--- src/rtl/irq_route_pkg.sv ---
package irq_route_pkg;

   typedef logic [63:0] redir_t;

   localparam int VEC_LSB  = 0;
   localparam int VEC_W    = 8;
   localparam int DLV_LSB  = 8;
   localparam int DLV_W    = 3;
   localparam int ADRM_BIT = 11;
   localparam int TRIG_BIT = 15;
   localparam int MASK_BIT = 16;
   localparam int DEST_LSB = 56;
   localparam int DEST_W   = 8;

   localparam redir_t ENTRY_RST = 64'h0001_0000_0001_0000;

   // entry may be delivered as fixed type to a physical target
   function automatic logic ent_open(input redir_t e);
      return !e[MASK_BIT] && !e[ADRM_BIT] && (e[DLV_LSB +: DLV_W] == '0);
   endfunction

   function automatic logic ent_masked_level(input redir_t e);
      return e[MASK_BIT] && e[TRIG_BIT];
   endfunction

endpackage

--- src/rtl/irq_reg_bank.sv ---
module irq_reg_bank
   import irq_route_pkg::*;
#(
   parameter int N_PINS     = 16,
   parameter int IDX_W      = 8,
   parameter int ADDR_W     = 5,
   parameter int SEL_OFS    = 0,
   parameter int WIN_OFS    = 16,
   parameter int ENTRY_BASE = 16
) (
   input  logic              clk,
   input  logic              rst_n,
   input  logic              bus_wr,
   input  logic [ADDR_W-1:0] bus_addr,
   input  logic [31:0]       bus_wdata,
   output logic [31:0]       bus_rdata,
   output logic [IDX_W-1:0]  sel_idx,
   output redir_t            ent_nxt [N_PINS],
   output logic [N_PINS-1:0] ent_wr
);

   localparam int LIMIT  = ENTRY_BASE + 2 * N_PINS;
   localparam int ENT_IW = (N_PINS > 1) ? $clog2(N_PINS) : 1;

   logic [IDX_W-1:0]  sel_q;
   redir_t            ent_q [N_PINS];
   logic              sel_hit, win_hit, in_range, hi_half;
   logic [IDX_W-1:0]  rel;
   logic [ENT_IW-1:0] ent_no;
   logic [31:0]       win_rd [N_PINS];

   assign sel_idx  = sel_q;
   assign sel_hit  = (bus_addr == ADDR_W'(SEL_OFS));
   assign win_hit  = (bus_addr == ADDR_W'(WIN_OFS));
   assign in_range = (int'(sel_q) >= ENTRY_BASE) && (int'(sel_q) < LIMIT);
   assign rel      = sel_q - IDX_W'(ENTRY_BASE);
   assign hi_half  = rel[0];
   assign ent_no   = rel[ENT_IW:1];

   always_ff @(posedge clk or negedge rst_n) begin
      if (!rst_n)
         sel_q <= '0;
      else if (bus_wr && sel_hit)
         sel_q <= bus_wdata[IDX_W-1:0];
   end

   for (genvar i = 0; i < N_PINS; i++) begin : g_ent
      assign ent_wr[i] = bus_wr && win_hit && in_range && (ent_no == ENT_IW'(i));

      always_comb begin
         ent_nxt[i] = ent_q[i];
         if (ent_wr[i]) begin
            if (hi_half) ent_nxt[i][63:32] = bus_wdata;
            else         ent_nxt[i][31:0]  = bus_wdata;
         end
      end

      assign win_rd[i] = (in_range && ent_no == ENT_IW'(i))
                         ? (hi_half ? ent_q[i][63:32] : ent_q[i][31:0]) : 32'h0;

      always_ff @(posedge clk or negedge rst_n) begin
         if (!rst_n) ent_q[i] <= ENTRY_RST;
         else        ent_q[i] <= ent_nxt[i];
      end
   end

   always_comb begin
      bus_rdata = 32'h0;
      if (sel_hit)
         bus_rdata = 32'(sel_q);
      else if (win_hit)
         for (int i = 0; i < N_PINS; i++) bus_rdata = bus_rdata | win_rd[i];
   end

endmodule

--- src/rtl/irq_pin_ctrl.sv ---
module irq_pin_ctrl (
   input  logic clk,
   input  logic rst_n,
   input  logic pin,
   input  logic open_ok,
   input  logic hold_ok,
   input  logic unmasked,
   input  logic ent_wr,
   input  logic grant,
   output logic want,
   output logic pend_q,
   output logic pin_q,
   output logic req_q
);

   logic rise, unmask_hit, fire, pend_d;

   always_comb begin
      rise       = pin && !pin_q;
      unmask_hit = ent_wr && unmasked && pend_q;
      fire       = open_ok && (rise || (unmask_hit && pin));
      want       = req_q || fire;
      pend_d     = pend_q;
      if (unmask_hit)
         pend_d = 1'b0;
      else if (rise && hold_ok)
         pend_d = 1'b1;
   end

   always_ff @(posedge clk or negedge rst_n) begin
      if (!rst_n) begin
         pin_q  <= 1'b0;
         pend_q <= 1'b0;
         req_q  <= 1'b0;
      end else begin
         pin_q  <= pin;
         pend_q <= pend_d;
         req_q  <= want && !grant;
      end
   end

endmodule

--- src/rtl/irq_pick_low.sv ---
module irq_pick_low #(
   parameter int N = 16
) (
   input  logic [N-1:0] req,
   output logic [N-1:0] grant
);

   if (N == 1) begin : g_single
      assign grant = req;
   end else begin : g_scan
      always_comb begin
         grant = '0;
         for (int i = N - 1; i >= 0; i--) begin
            if (req[i]) begin
               grant    = '0;
               grant[i] = 1'b1;
            end
         end
      end
   end

endmodule

--- src/rtl/irq_route_unit.sv ---
module irq_route_unit
   import irq_route_pkg::*;
#(
   parameter int N_PINS     = 16,
   parameter int IDX_W      = 8,
   parameter int ADDR_W     = 5,
   parameter int SEL_OFS    = 0,
   parameter int WIN_OFS    = 16,
   parameter int ENTRY_BASE = 16
) (
   input  logic              clk,
   input  logic              rst_n,
   input  logic [N_PINS-1:0] pin_in,
   input  logic              bus_wr,
   input  logic [ADDR_W-1:0] bus_addr,
   input  logic [31:0]       bus_wdata,
   output logic [31:0]       bus_rdata,
   output logic              irq_valid,
   output logic [7:0]        irq_vector,
   output logic [7:0]        irq_dest
);

   localparam int ENT_IW = (N_PINS > 1) ? $clog2(N_PINS) : 1;

   if (N_PINS < 1 || N_PINS > 64) begin : g_bad_pins
      $error("irq_route_unit: N_PINS out of range");
   end
   if (IDX_W < ENT_IW + 1 || IDX_W > 31) begin : g_bad_idx
      $error("irq_route_unit: IDX_W cannot cover the table");
   end
   if (ENTRY_BASE % 2 != 0 || ENTRY_BASE + 2 * N_PINS > (1 << IDX_W)) begin : g_bad_base
      $error("irq_route_unit: ENTRY_BASE misplaced");
   end
   if (SEL_OFS == WIN_OFS || WIN_OFS >= (1 << ADDR_W)) begin : g_bad_ofs
      $error("irq_route_unit: bus offsets clash");
   end

   redir_t            ent_nxt [N_PINS];
   logic [N_PINS-1:0] ent_wr, want, pend, pin_q, req_q, grant;
   logic [IDX_W-1:0]  sel_idx;
   redir_t            pay;

   irq_reg_bank #(
      .N_PINS(N_PINS), .IDX_W(IDX_W), .ADDR_W(ADDR_W),
      .SEL_OFS(SEL_OFS), .WIN_OFS(WIN_OFS), .ENTRY_BASE(ENTRY_BASE)
   ) u_bank (
      .clk(clk), .rst_n(rst_n), .bus_wr(bus_wr), .bus_addr(bus_addr),
      .bus_wdata(bus_wdata), .bus_rdata(bus_rdata), .sel_idx(sel_idx),
      .ent_nxt(ent_nxt), .ent_wr(ent_wr)
   );

   for (genvar i = 0; i < N_PINS; i++) begin : g_pin
      irq_pin_ctrl u_pin (
         .clk(clk), .rst_n(rst_n), .pin(pin_in[i]),
         .open_ok(ent_open(ent_nxt[i])),
         .hold_ok(ent_masked_level(ent_nxt[i])),
         .unmasked(!ent_nxt[i][MASK_BIT]),
         .ent_wr(ent_wr[i]), .grant(grant[i]),
         .want(want[i]), .pend_q(pend[i]), .pin_q(pin_q[i]), .req_q(req_q[i])
      );
   end

   irq_pick_low #(.N(N_PINS)) u_pick (.req(want), .grant(grant));

   always_comb begin
      pay = '0;
      for (int i = 0; i < N_PINS; i++)
         if (grant[i]) pay = ent_nxt[i];
   end

   always_ff @(posedge clk or negedge rst_n) begin
      if (!rst_n) begin
         irq_valid  <= 1'b0;
         irq_vector <= '0;
         irq_dest   <= '0;
      end else begin
         irq_valid  <= |grant;
         irq_vector <= pay[VEC_LSB +: VEC_W];
         irq_dest   <= pay[DEST_LSB +: DEST_W];
      end
   end

endmodule

--- config.mk ---
export PLATFORM = sky130hd
export DESIGN_NAME = irq_route_unit
export DESIGN_NICKNAME = d
export VERILOG_FILES = /design/src/rtl/irq_route_pkg.sv /design/src/rtl/irq_reg_bank.sv /design/src/rtl/irq_pin_ctrl.sv /design/src/rtl/irq_pick_low.sv /design/src/rtl/irq_route_unit.sv
export SDC_FILE = /design/constraint.sdc
export NUM_CORES = 2
export LEC_CHECK = 0
export ABC_CLOCK_PERIOD_IN_PS = 5180
export BUFFER_PORTS_ARGS = -buffer_cell sky130_fd_sc_hd__buf_2
export CORE_ASPECT_RATIO = 1.75
export CORE_MARGIN = 3
export CORE_UTILIZATION = 38
export DETAILED_ROUTE_END_ITERATION = 7
export GPL_TIMING_DRIVEN = 0
export PLACE_DENSITY_LB_ADDON = 0.2
export SYNTH_ARGS = -nofsm -noshare
export SYNTH_HDL_FRONTEND = slang
export SYNTH_SLANG_ARGS = --single-unit
--- constraint.sdc ---
create_clock -name clk -period 5.18 [get_ports clk]
set_clock_uncertainty 0.05 [all_clocks]
set_input_delay 0.518 -clock clk [delete_from_list [all_inputs] [get_ports clk]]
set_output_delay 0.518 -clock clk [all_outputs]
set_load 0.05 [all_outputs]
==> impl_results.md <==
- Status: finished, violations left
- Failing checks: max-capacitance violations, max-slew violations, negative setup slack
- Fin crit share: 103%
- Final slew viol count: 26
- Final Hold Viols: 0
- Final total power: 20.1 mW
- Vias: 42845
- Setup TNS: -1.86 ns
- Post-DP HPWL: 206000 um
- EDFF count, synth: 0
- GP Congestion: 1.05
- Startpoint types: register
- Final Util: 45.0%
- Layout cells sized above 1: 33.8%
- Wire length of the first global-routing pass: 385000 um
- Arr. time, crit path: 4.76 ns
- Post-layout nets: 4695
- Initial antenna violation count: 27
- Area fraction of the dominant cell type after synthesis: 51.3%
- P&R area growth vs syn: 17.1%
- Setup ws final: -0.150 ns
- Placed cell count: 6269
- Unrepaired setup endpoints after global routing: yes
- Die Wd: 285 um
- Largest net degree at the start of global routing: 163
- Measured slew at the worst slew-check pin: 1.64 ns
- Critical Path Max Stage Delay: 0.55 ns
- GRT met1 Usage: 46.6%
- Pre-antenna DRT Iters: 8
- Slew HR: -9.59%
- Final setup violating endpoints: 49
- Ys flop type: dfrtp_1
- Total CTS buffers: 108
- Post-Syn Area: 51900 um^2
- Final Instance Count excl. Fillers: 6541
- Critical path peak fanout: 10
- PortBufs: 103
- Pre-CTS setup slack: -2.69 ns
- DIE AREA: 141000 um^2
- Synth warn: 0
- Static leakage: 28.7 nW
- Max-cap viol count: 5
- Core area: 135000 um^2
- CTS sink cnt: 1096
- H-tree levels: 3
- Clock Pin Slew Worst Setup and Hold Paths: 0.07 ns
- Avg WL per Cell: 44.8 um
- Maximum clock rate: 188 MHz
- FFs w/ async S/R, synth: 100%
- Met2 Use GR: 62.7%
- Post-synthesis sequential area ratio: 52.9%
- I/O pin count: 105
- CP cell instances: or3_1 > clkbuf_1 > nor2_4 > nand2_4 > clkbuf_2 > buf_12 > o22ai_1 > nor2_1 > a31oi_1 > buf_2
- Crit-path leading delay family: simple AND/OR/NAND/NOR gates
- Routed vias/inst: 6.55
- Reg2reg setup slack: -0.13 ns
- Fillers: 12803
- Vias in the first global route: 42416
- Busiest grt layer: met2
- Hold Path Sink: u_bank.ent_q[398]$_DFFE_PN0P_
- Yosys cell types: 85
- Minimum clock period: 5.33 ns
- Total GRT Usage: 40.8%
- Maximum vdd drop: 0.299 mV
- Die Ht: 495 um
- Reg-to-reg startpoint: u_bank.sel_idx[6]$_DFFE_PN0P_
- Commonest non-fill, non-tap cell in the layout: dfrtp_1
- Largest cells by area after synthesis: dfrtp_1 (51%), mux2_2 (20%), mux2i_1 (7.7%)
- Residual DRC: 0
- Final ANT Viol Nets: 0
- Initial DRC count: 5101
- FP Rows: 178
- TritonCTS clock tree: yes
- #FFs+latches synth: 1096
- Hold path depth: 2
- Syn_area_per_cell: 12.0 um^2
- Clk buf depth: 3
- Net Count, Synth: 4390
- Root Driver: clkbuf_16
- Routed WL: 293000 um
- CP endpoint kind: primary output
- CP Class: reg2out
- Hold_sp: bus_wdata[14]
- Overflow after GRT: 0
- Most frequent cells in the layout: dfrtp_1 (1064), mux2_2 (899), nand2_1 (461)
- Hold Path Class: in2reg
- Slowest CP cell: dfrtp_1
- Met3 usage: 9.61%
- Worst skew pair latency: 0.78 ns
- PwrDens: 331 nW/um^2
- Reg2reg path depth: 12
- Synth area leader: dfrtp_1
- CP Buf/Inv Count: 4
- CP required: 4.61 ns
- Syn Inst Count: 4334
- Worst reg2reg endpoint: irq_vector[6]$_DFF_PN0_
- Starting Density: 38.5%
## where the power goes
part / internal (mW) / switching, mW / total, mW
logic: 0.659 / 2.12 / 2.78
registers: 8.64 / 0.0681 / 8.71
clock network: 4.81 / 3.83 / 8.64
total: 14.1 / 6.02 / 20.1
## cells in the mapped netlist, types with 8 or more instances
library cell     n
nor4_2          11
buf_2           15
or4_1           16
a31o_2          10
a2111oi_0        8
a21oi_1         24
mux2_2         899
nand2_1        471
a22oi_1        155
dfrtp_1       1064
nor3_1          21
a31oi_1         60
and3_1          15
nor3b_1         13
o22ai_1        187
nand3_1         87
mux2i_1        400
nor4_1          43
inv_1           30
clkbuf_1       285
buf_1           66
nor2_1         120
a22o_1          15
o21ai_0         66
or3_1            8
nand4_1         14
dfstp_2         32
nand2b_1         9
nor2b_1         12
## worst max-delay path by stage
stage / startpoint / endpoint / cells past startpoint
after floorplan: u_bank.sel_idx[0]$_DFFE_PN0P_ / bus_rdata[3] / 11
after global placement: rst_n / u_bank.ent_q[1001]$_DFFE_PN0P_ / 1
after detailed placement: u_bank.sel_idx[0]$_DFFE_PN0P_ / bus_rdata[30] / 12
after CTS: u_bank.sel_idx[6]$_DFFE_PN0P_ / irq_vector[5]$_DFF_PN0_ / 14
after global routing: u_bank.sel_idx[6]$_DFFE_PN0P_ / irq_vector[7]$_DFF_PN0_ / 14
final: u_bank.sel_idx[6]$_DFFE_PN0P_ / bus_rdata[31] / 10
## sequential cells by signal (all words and copies together), names as in the netlist
name and cells:
irq_dest 8, g_pin.u_pin.pend_q 16, g_pin.u_pin.pin_q 16, g_pin.u_pin.req_q 15, irq_vector 8, irq_valid 1, u_bank.ent_q 1024, u_bank.sel_idx 8
## layer usage
metal / up-vias / part of all wire [%]
li1: 16514 / -
met1: 22373 / 35
met2: 2820 / 44
met3: 1120 / 8.5
met4: 18 / 12
met5: - / 0.040
## logic make-up (layout without fill, tap and decap cells)
| group | Yosys count | count (layout) | synth area share (%) |
|---|---|---|---|
| buffers and inverters | 403 | 796 | 3.03 |
| AOI/OAI and AO/OA | 640 | 640 | 8.62 |
| muxes | 1300 | 1300 | 27.3 |
| other | 0 | 14 | 0 |
| and+or+nand+nor | 895 | 895 | 8.17 |
| DFF | 1096 | 1096 | 52.9 |
## layout make-up
class | instances | area (um^2) | area share [%]
diodes | 14 | 35.0 | 0.0576
plain buffers | 368 | 1980 | 3.25
clock buffers | 152 | 3120 | 5.13
clock inverters | 46 | 626 | 1.03
inverters | 30 | 113 | 0.185
multi-input cells | 2835 | 23400 | 38.5
flip-flops and latches | 1096 | 27500 | 45.2
well taps | 1800 | 2250 | 3.71
repair buffers | 200 | 1790 | 2.94
## through the flow
stage | instance area [um^2] | hold WS, ns
after floorplan | 51900 | 0.172
after global placement | 54700 | 0.394
after detailed placement | 55600 | 0.385
after CTS | 60600 | 0.000903
after global routing | 60800 | 0.00832
final | 60800 | 0.00768
## repair_timing
action | CTS | global route
buffers inserted | 34 | 7
hold endpoints to repair | 81 | 0
resized for setup | 279 | 30
pin swaps | 16 | 5
setup endpoints to repair | 284 | 33
hold buffers | 23 | 0
Note: power is estimated with default switching activity, not from simulation.
